==> src/rtl/phy_port_pkg.sv <==
package phy_port_pkg;
    // Bit positions in the control word; software depends on this layout.
    localparam int ACK_POS   = 26;
    localparam int RDSTB_POS = 25;
    localparam int WRSTB_POS = 24;
    localparam int RDAT_LSB  = 16;
    localparam int WDAT_LSB  = 8;
    localparam int IDX_LSB   = 0;

    typedef enum logic [1:0] {
        ST_IDLE   = 2'd0,
        ST_SETTLE = 2'd1,
        ST_ACK    = 2'd2
    } port_state_t;
endpackage

==> src/rtl/phy_port_decode.sv <==
module phy_port_decode #(
    parameter int ADDR_W    = 6,
    parameter int LOW_SPAN  = 9,
    parameter int HIGH_BASE = 11,
    parameter int HIGH_SPAN = 3,
    localparam int SLOTS    = LOW_SPAN + HIGH_SPAN,
    localparam int SLOT_W   = $clog2(SLOTS)
) (
    input  logic [ADDR_W-1:0] index,
    output logic              hit,
    output logic [SLOT_W-1:0] slot
);
    always_comb begin
        hit  = 1'b0;
        slot = '0;
        if (int'(index) < LOW_SPAN) begin
            hit  = 1'b1;
            slot = SLOT_W'(index);
        end else if (int'(index) >= HIGH_BASE && int'(index) < HIGH_BASE + HIGH_SPAN) begin
            hit  = 1'b1;
            slot = SLOT_W'(int'(index) - HIGH_BASE + LOW_SPAN);
        end
    end
endmodule

==> src/rtl/phy_port_bank.sv <==
module phy_port_bank #(
    parameter int DATA_W = 8,
    parameter int SLOTS  = 12,
    localparam int SLOT_W = $clog2(SLOTS)
) (
    input  logic                    clk,
    input  logic                    rst_n,
    input  logic                    wr_en,
    input  logic [SLOT_W-1:0]       wr_slot,
    input  logic [DATA_W-1:0]       wr_byte,
    input  logic [SLOT_W-1:0]       rd_slot,
    output logic [DATA_W-1:0]       rd_byte,
    output logic [DATA_W*SLOTS-1:0] flat
);
    logic [DATA_W-1:0] cell_q [SLOTS];

    for (genvar g = 0; g < SLOTS; g++) begin : g_cell
        always_ff @(posedge clk or negedge rst_n) begin
            if (!rst_n)
                cell_q[g] <= '0;
            else if (wr_en && int'(wr_slot) == g)
                cell_q[g] <= wr_byte;
        end
        assign flat[g*DATA_W +: DATA_W] = cell_q[g];
    end

    always_comb begin
        rd_byte = '0;
        for (int k = 0; k < SLOTS; k++)
            if (int'(rd_slot) == k)
                rd_byte = cell_q[k];
    end
endmodule

==> src/rtl/phy_port_fsm.sv <==
module phy_port_fsm
    import phy_port_pkg::*;
#(
    parameter int ACK_DELAY = 2,
    localparam int CNT_W    = $clog2(ACK_DELAY + 1)
) (
    input  logic clk,
    input  logic rst_n,
    input  logic wr_stb,
    input  logic rd_stb,
    output logic commit_wr,
    output logic capture_rd,
    output logic ack
);
    port_state_t state_q, state_d;
    logic [CNT_W-1:0] cnt_q;

    // state register and settle counter
    always_ff @(posedge clk or negedge rst_n) begin
        if (!rst_n) begin
            state_q <= ST_IDLE;
            cnt_q   <= '0;
        end else begin
            state_q <= state_d;
            cnt_q   <= (state_q == ST_SETTLE) ? cnt_q + 1'b1 : '0;
        end
    end

    // transitions
    always_comb begin
        state_d = state_q;
        unique case (state_q)
            ST_IDLE:   if (wr_stb || rd_stb) state_d = ST_SETTLE;
            ST_SETTLE: if (cnt_q == CNT_W'(ACK_DELAY - 1)) state_d = ST_ACK;
            ST_ACK:    if (!wr_stb && !rd_stb) state_d = ST_IDLE;
            default:   state_d = ST_IDLE;
        endcase
    end

    // outputs
    always_comb begin
        commit_wr  = 1'b0;
        capture_rd = 1'b0;
        ack        = 1'b0;
        unique case (state_q)
            ST_IDLE: begin
                commit_wr  = wr_stb;
                capture_rd = rd_stb && !wr_stb;
            end
            ST_SETTLE: ;
            ST_ACK:    ack = 1'b1;
            default: ;
        endcase
    end
endmodule

==> src/rtl/phy_port_bridge.sv <==
module phy_port_bridge
    import phy_port_pkg::*;
#(
    parameter int DATA_W    = 8,
    parameter int ADDR_W    = 6,
    parameter int LOW_SPAN  = 9,
    parameter int HIGH_BASE = 11,
    parameter int HIGH_SPAN = 3,
    parameter int ACK_DELAY = 2,
    localparam int SLOTS    = LOW_SPAN + HIGH_SPAN,
    localparam int SLOT_W   = $clog2(SLOTS)
) (
    input  logic                    clk,
    input  logic                    rst_n,
    input  logic                    cfg_we,
    input  logic [31:0]             cfg_wdata,
    output logic [31:0]             cfg_rdata,
    output logic [DATA_W*SLOTS-1:0] dly_settings
);
    logic [ADDR_W-1:0] idx_q;
    logic [DATA_W-1:0] wbyte_q, rbyte_q, bank_rd;
    logic              wr_q, rd_q;
    logic              hit, commit_wr, capture_rd, ack;
    logic [SLOT_W-1:0] slot;

    always_ff @(posedge clk or negedge rst_n) begin
        if (!rst_n) begin
            idx_q   <= '0;
            wbyte_q <= '0;
            wr_q    <= 1'b0;
            rd_q    <= 1'b0;
        end else if (cfg_we) begin
            idx_q   <= cfg_wdata[IDX_LSB +: ADDR_W];
            wbyte_q <= cfg_wdata[WDAT_LSB +: DATA_W];
            wr_q    <= cfg_wdata[WRSTB_POS];
            rd_q    <= cfg_wdata[RDSTB_POS];
        end
    end

    always_ff @(posedge clk or negedge rst_n) begin
        if (!rst_n)
            rbyte_q <= '0;
        else if (capture_rd)
            rbyte_q <= hit ? bank_rd : '0;
    end

    phy_port_decode #(
        .ADDR_W(ADDR_W), .LOW_SPAN(LOW_SPAN),
        .HIGH_BASE(HIGH_BASE), .HIGH_SPAN(HIGH_SPAN)
    ) u_dec (
        .index(idx_q), .hit(hit), .slot(slot)
    );

    phy_port_bank #(.DATA_W(DATA_W), .SLOTS(SLOTS)) u_bank (
        .clk(clk), .rst_n(rst_n),
        .wr_en(commit_wr && hit), .wr_slot(slot), .wr_byte(wbyte_q),
        .rd_slot(slot), .rd_byte(bank_rd), .flat(dly_settings)
    );

    phy_port_fsm #(.ACK_DELAY(ACK_DELAY)) u_fsm (
        .clk(clk), .rst_n(rst_n), .wr_stb(wr_q), .rd_stb(rd_q),
        .commit_wr(commit_wr), .capture_rd(capture_rd), .ack(ack)
    );

    always_comb begin
        cfg_rdata = '0;
        cfg_rdata[ACK_POS]                = ack;
        cfg_rdata[RDSTB_POS]              = rd_q;
        cfg_rdata[WRSTB_POS]              = wr_q;
        cfg_rdata[RDAT_LSB +: DATA_W]     = rbyte_q;
        cfg_rdata[WDAT_LSB +: DATA_W]     = wbyte_q;
        cfg_rdata[IDX_LSB +: ADDR_W]      = idx_q;
    end

    logic unused_wbits;
    assign unused_wbits = ^{cfg_wdata[31:26], cfg_wdata[23:16], cfg_wdata[7:6]};
endmodule

==> config.mk <==
export PLATFORM = sky130hd
export DESIGN_NAME = phy_port_bridge
export DESIGN_NICKNAME = d
export VERILOG_FILES = /design/src/rtl/phy_port_pkg.sv /design/src/rtl/phy_port_decode.sv /design/src/rtl/phy_port_bank.sv /design/src/rtl/phy_port_fsm.sv /design/src/rtl/phy_port_bridge.sv
export SDC_FILE = /design/constraint.sdc
export NUM_CORES = 1
export LEC_CHECK = 0
export ABC_AREA = 1
export BUFFER_PORTS_ARGS = -buffer_cell sky130_fd_sc_hd__buf_2
export CORE_UTILIZATION = 39
export DETAILED_ROUTE_END_ITERATION = 8
export GPL_TIMING_DRIVEN = 0
export HOLD_SLACK_MARGIN = 0.12
export PLACE_DENSITY_LB_ADDON = 0.3
export SETUP_SLACK_MARGIN = 0.5
export SYNTH_ARGS = -nofsm -noshare
export SYNTH_HDL_FRONTEND = slang
export SYNTH_SLANG_ARGS = --single-unit
==> constraint.sdc <==
create_clock -name clk -period 5 [get_ports clk]
set_clock_uncertainty 0.1 [all_clocks]
set_input_delay 1.25 -clock clk [delete_from_list [all_inputs] [get_ports clk]]
set_output_delay 1.25 -clock clk [all_outputs]
set_load 0.01 [all_outputs]
==> metrics.txt <==
status=completed; Multi-input gate area=0.002208 mm2; Net count, final=888; Synth area leader=dfrtp_1; DR pass1 iterations=6; Syn Area/Cell=8.301 um2; WP buf/inv=2; Tcrit/Tclk final=54.47%; Slew Limit Headroom=46.01%; routed length on met3=1323 um; initial antenna violation count=0; final slew viol count=0; worst path cell trace=inv_2, nor2_1, nand2_1, nand2_1, nand2_1, nand2_1, nand3_2, clkbuf_1, nand4_1, nand2_1, nor2_1, nand4_1, nand2_1, nand3_1, nand2_1, nand2_1, nand2_1, nand2_1; GRT Total Usage=24.38%; hold_buf cts=0; commonest cells after routing, fill and taps aside=nand2_1, buf_2, dfrtp_1; CTS tree=yes; # H-tree levels=4; IO Pins=163; Worst Path Arrival=2930 ps; dpl hpwl=12670 um; Initial Utilization=40.46%; fmax=0.3672 GHz; GPL Wtd Cong=0.9074; top-area cell type share of the netlist area=54.41%; post-synthesis instance area=0.005703 mm2; vias in the first global route=4955; Crit path required time=5200 ps; Startpoint Class=register; Max-Cap Viols=0; Clock Pin Slew Worst Setup and Hold Paths=60 ps; I/O Buffers=138; worst hold path class=register to register; WL/cell=16.94 um; DIE WIDTH=122.9 um; CP delay by family, top=simple AND/OR/NAND/NOR gates; antenna cells=0; power density over cell area=509.4 mW/mm2; total power=3708 uW; highest routed metal layer=met4; r2r setup slk=2280 ps; pin count of the biggest net entering global routing=83; die area=0.01511 mm2; Setup WS post-layout=2277 ps; Setup crit end kind=register; Hold Violations, Final=0; setup_tns=0 ps; clk_lat worst skew=410 ps; Die H=122.9 um; CTS max path bufs=2; Placement Setup Slack=2353 ps; CTS sink count=124; drt initial violations=403; FF+latch count, synth=124; post-CTS sizing=0; crit-path max FO=10; Residual DRC=0; Inserted Clock Buffers=17; setup violators final=0; FILL cells=1415; sequential fraction of the synthesis area=54.41%; Sequential cell area=0.003103 mm2; non-filler cells, final=1044; worst ir drop on vdd=0.2391 mV; Post-CTS Setup Repair Bufs=0; first-pass GRT wire length=26780 um; vias per inst=5.072; slowest stage cell, crit path=dfrtp_1; DP Cell Count=1012; share of cells above drive strength 1=26.39%; commonest non-fill, non-tap cell in the layout=nand2_1; Syn. warnings=0; setup repair after global routing missed its margin=false; core area=0.01410 mm2; max incr delay on CP=430 ps; total congestion overflow=0; metal1 wirelength=7796 um; Post-Synthesis Cells=687; met2 routed WL=7922 um; final wirelength=17690 um; Synth area leaders=dfrtp_1, nand2_1, o21ai_0; crit path kind=register to register; Core Util, Final=51.63%; static leakage=0.003800 uW; Yosys cell types=26; Antenna Nets Post-Route=0; row count=43; most frequent CP cell=nand2_1; Root Driver=clkbuf_16; Period minus WS final=2723 ps; Least-Margin Pin Slew=809.9 ps; area growth from synthesis to layout=27.62%; vias=5295
==> area by class of cell <==
class	count	area share (%)
clock inverter	11	1.960
inverter	56	2.888
buffer	39	2.802
clock buffer	21	6.326
timing repair buffer	139	9.954
multi-input combinational	474	30.34
sequential	124	42.63
tap	180	3.094
==> worst register-to-register path, stage by stage (launching register included) <==
cell,delay [ps]
dfrtp_1,430
inv_2,70
nor2_1,120
nand2_1,60
nand2_1,120
nand2_1,60
nand2_1,120
nand3_2,170
clkbuf_1,270
nand4_1,150
nand2_1,50
nor2_1,150
nand4_1,190
nand2_1,170
nand3_1,100
nand2_1,110
nand2_1,60
nand2_1,60
nand2_1,40
==> final timing paths <==
path | to | startpoint | depth (start not counted)
worst max-delay path | rbyte_q[5]$_DFFE_PN0P_ | idx_q[3]$_DFFE_PN0P_ | 18
worst min-delay path | u_fsm.cnt_q[0]$_DFF_PN0_ | u_fsm.cnt_q[0]$_DFF_PN0_ | 1
worst max register to register | rbyte_q[5]$_DFFE_PN0P_ | idx_q[3]$_DFFE_PN0P_ | 18
worst min register to register | u_fsm.cnt_q[0]$_DFF_PN0_ | u_fsm.cnt_q[0]$_DFF_PN0_ | 1
max in group asynchronous | u_bank.flat[81]$_DFFE_PN0P_ | rst_n | 2
min in group asynchronous | idx_q[5]$_DFFE_PN0P_ | rst_n | 1
==> flip-flops by register name, summed over array words and instances (netlist names) <==
| name | count |
|---|---|
| idx_q | 6 |
| rd_q | 1 |
| u_fsm.state_q | 2 |
| wbyte_q | 8 |
| rbyte_q | 8 |
| u_fsm.cnt_q | 2 |
| u_bank.flat | 96 |
| wr_q | 1 |
==> per-stage QoR <==
stage / hold WS (ps) / instance area [um2]
after detailed placement: 326.1 / 6675
after CTS: 333.7 / 7278
after floorplan: 309.6 / 5725
after global placement: 323.6 / 6641
final: 331.9 / 7278
after global routing: 353.4 / 7278
==> power by group <==
group          switching, uW  internal, uW  total [uW]
clock                    446           808        1250
sequential               209          1250        1460
combinational            633           360         992
==> cell usage after synthesis <==
library cell	instances
o21ai_1	16
conb_1	1
or2_0	6
inv_2	8
o21ai_0	101
o31ai_1	1
nand3_1	13
nand2_1	223
nand3_2	2
nor3_2	1
a21oi_1	14
nand3b_1	1
nand2_2	11
nor2_2	3
nor2_1	31
dfrtp_1	124
clkbuf_1	15
ha_1	2
o22ai_1	1
buf_2	13
clkinv_1	1
inv_1	47
nor2_4	7
buf_4	11
mux2_2	3
nand4_1	31
==> logic make-up after synthesis <==
kind of cell               after synthesis  synth area share, %
AOI/OAI and AO/OA                      133                11.74
adders and majority gates                2               0.4387
buffers and inverters                   95                7.262
DFF                                    124                54.41
muxes                                    3               0.5923
other                                    1              0.06576
and+or+nand+nor                        329                25.49
==> layer usage <==
layer | vias to the layer above | track usage, %
met5 | - | 0
met4 | 0 | 11.97
li1 | 2538 | -
met1 | 2492 | 34.40
met3 | 42 | 4.935
met2 | 223 | 35.67
No activity file was read; power rests on OpenSTA's default activity.
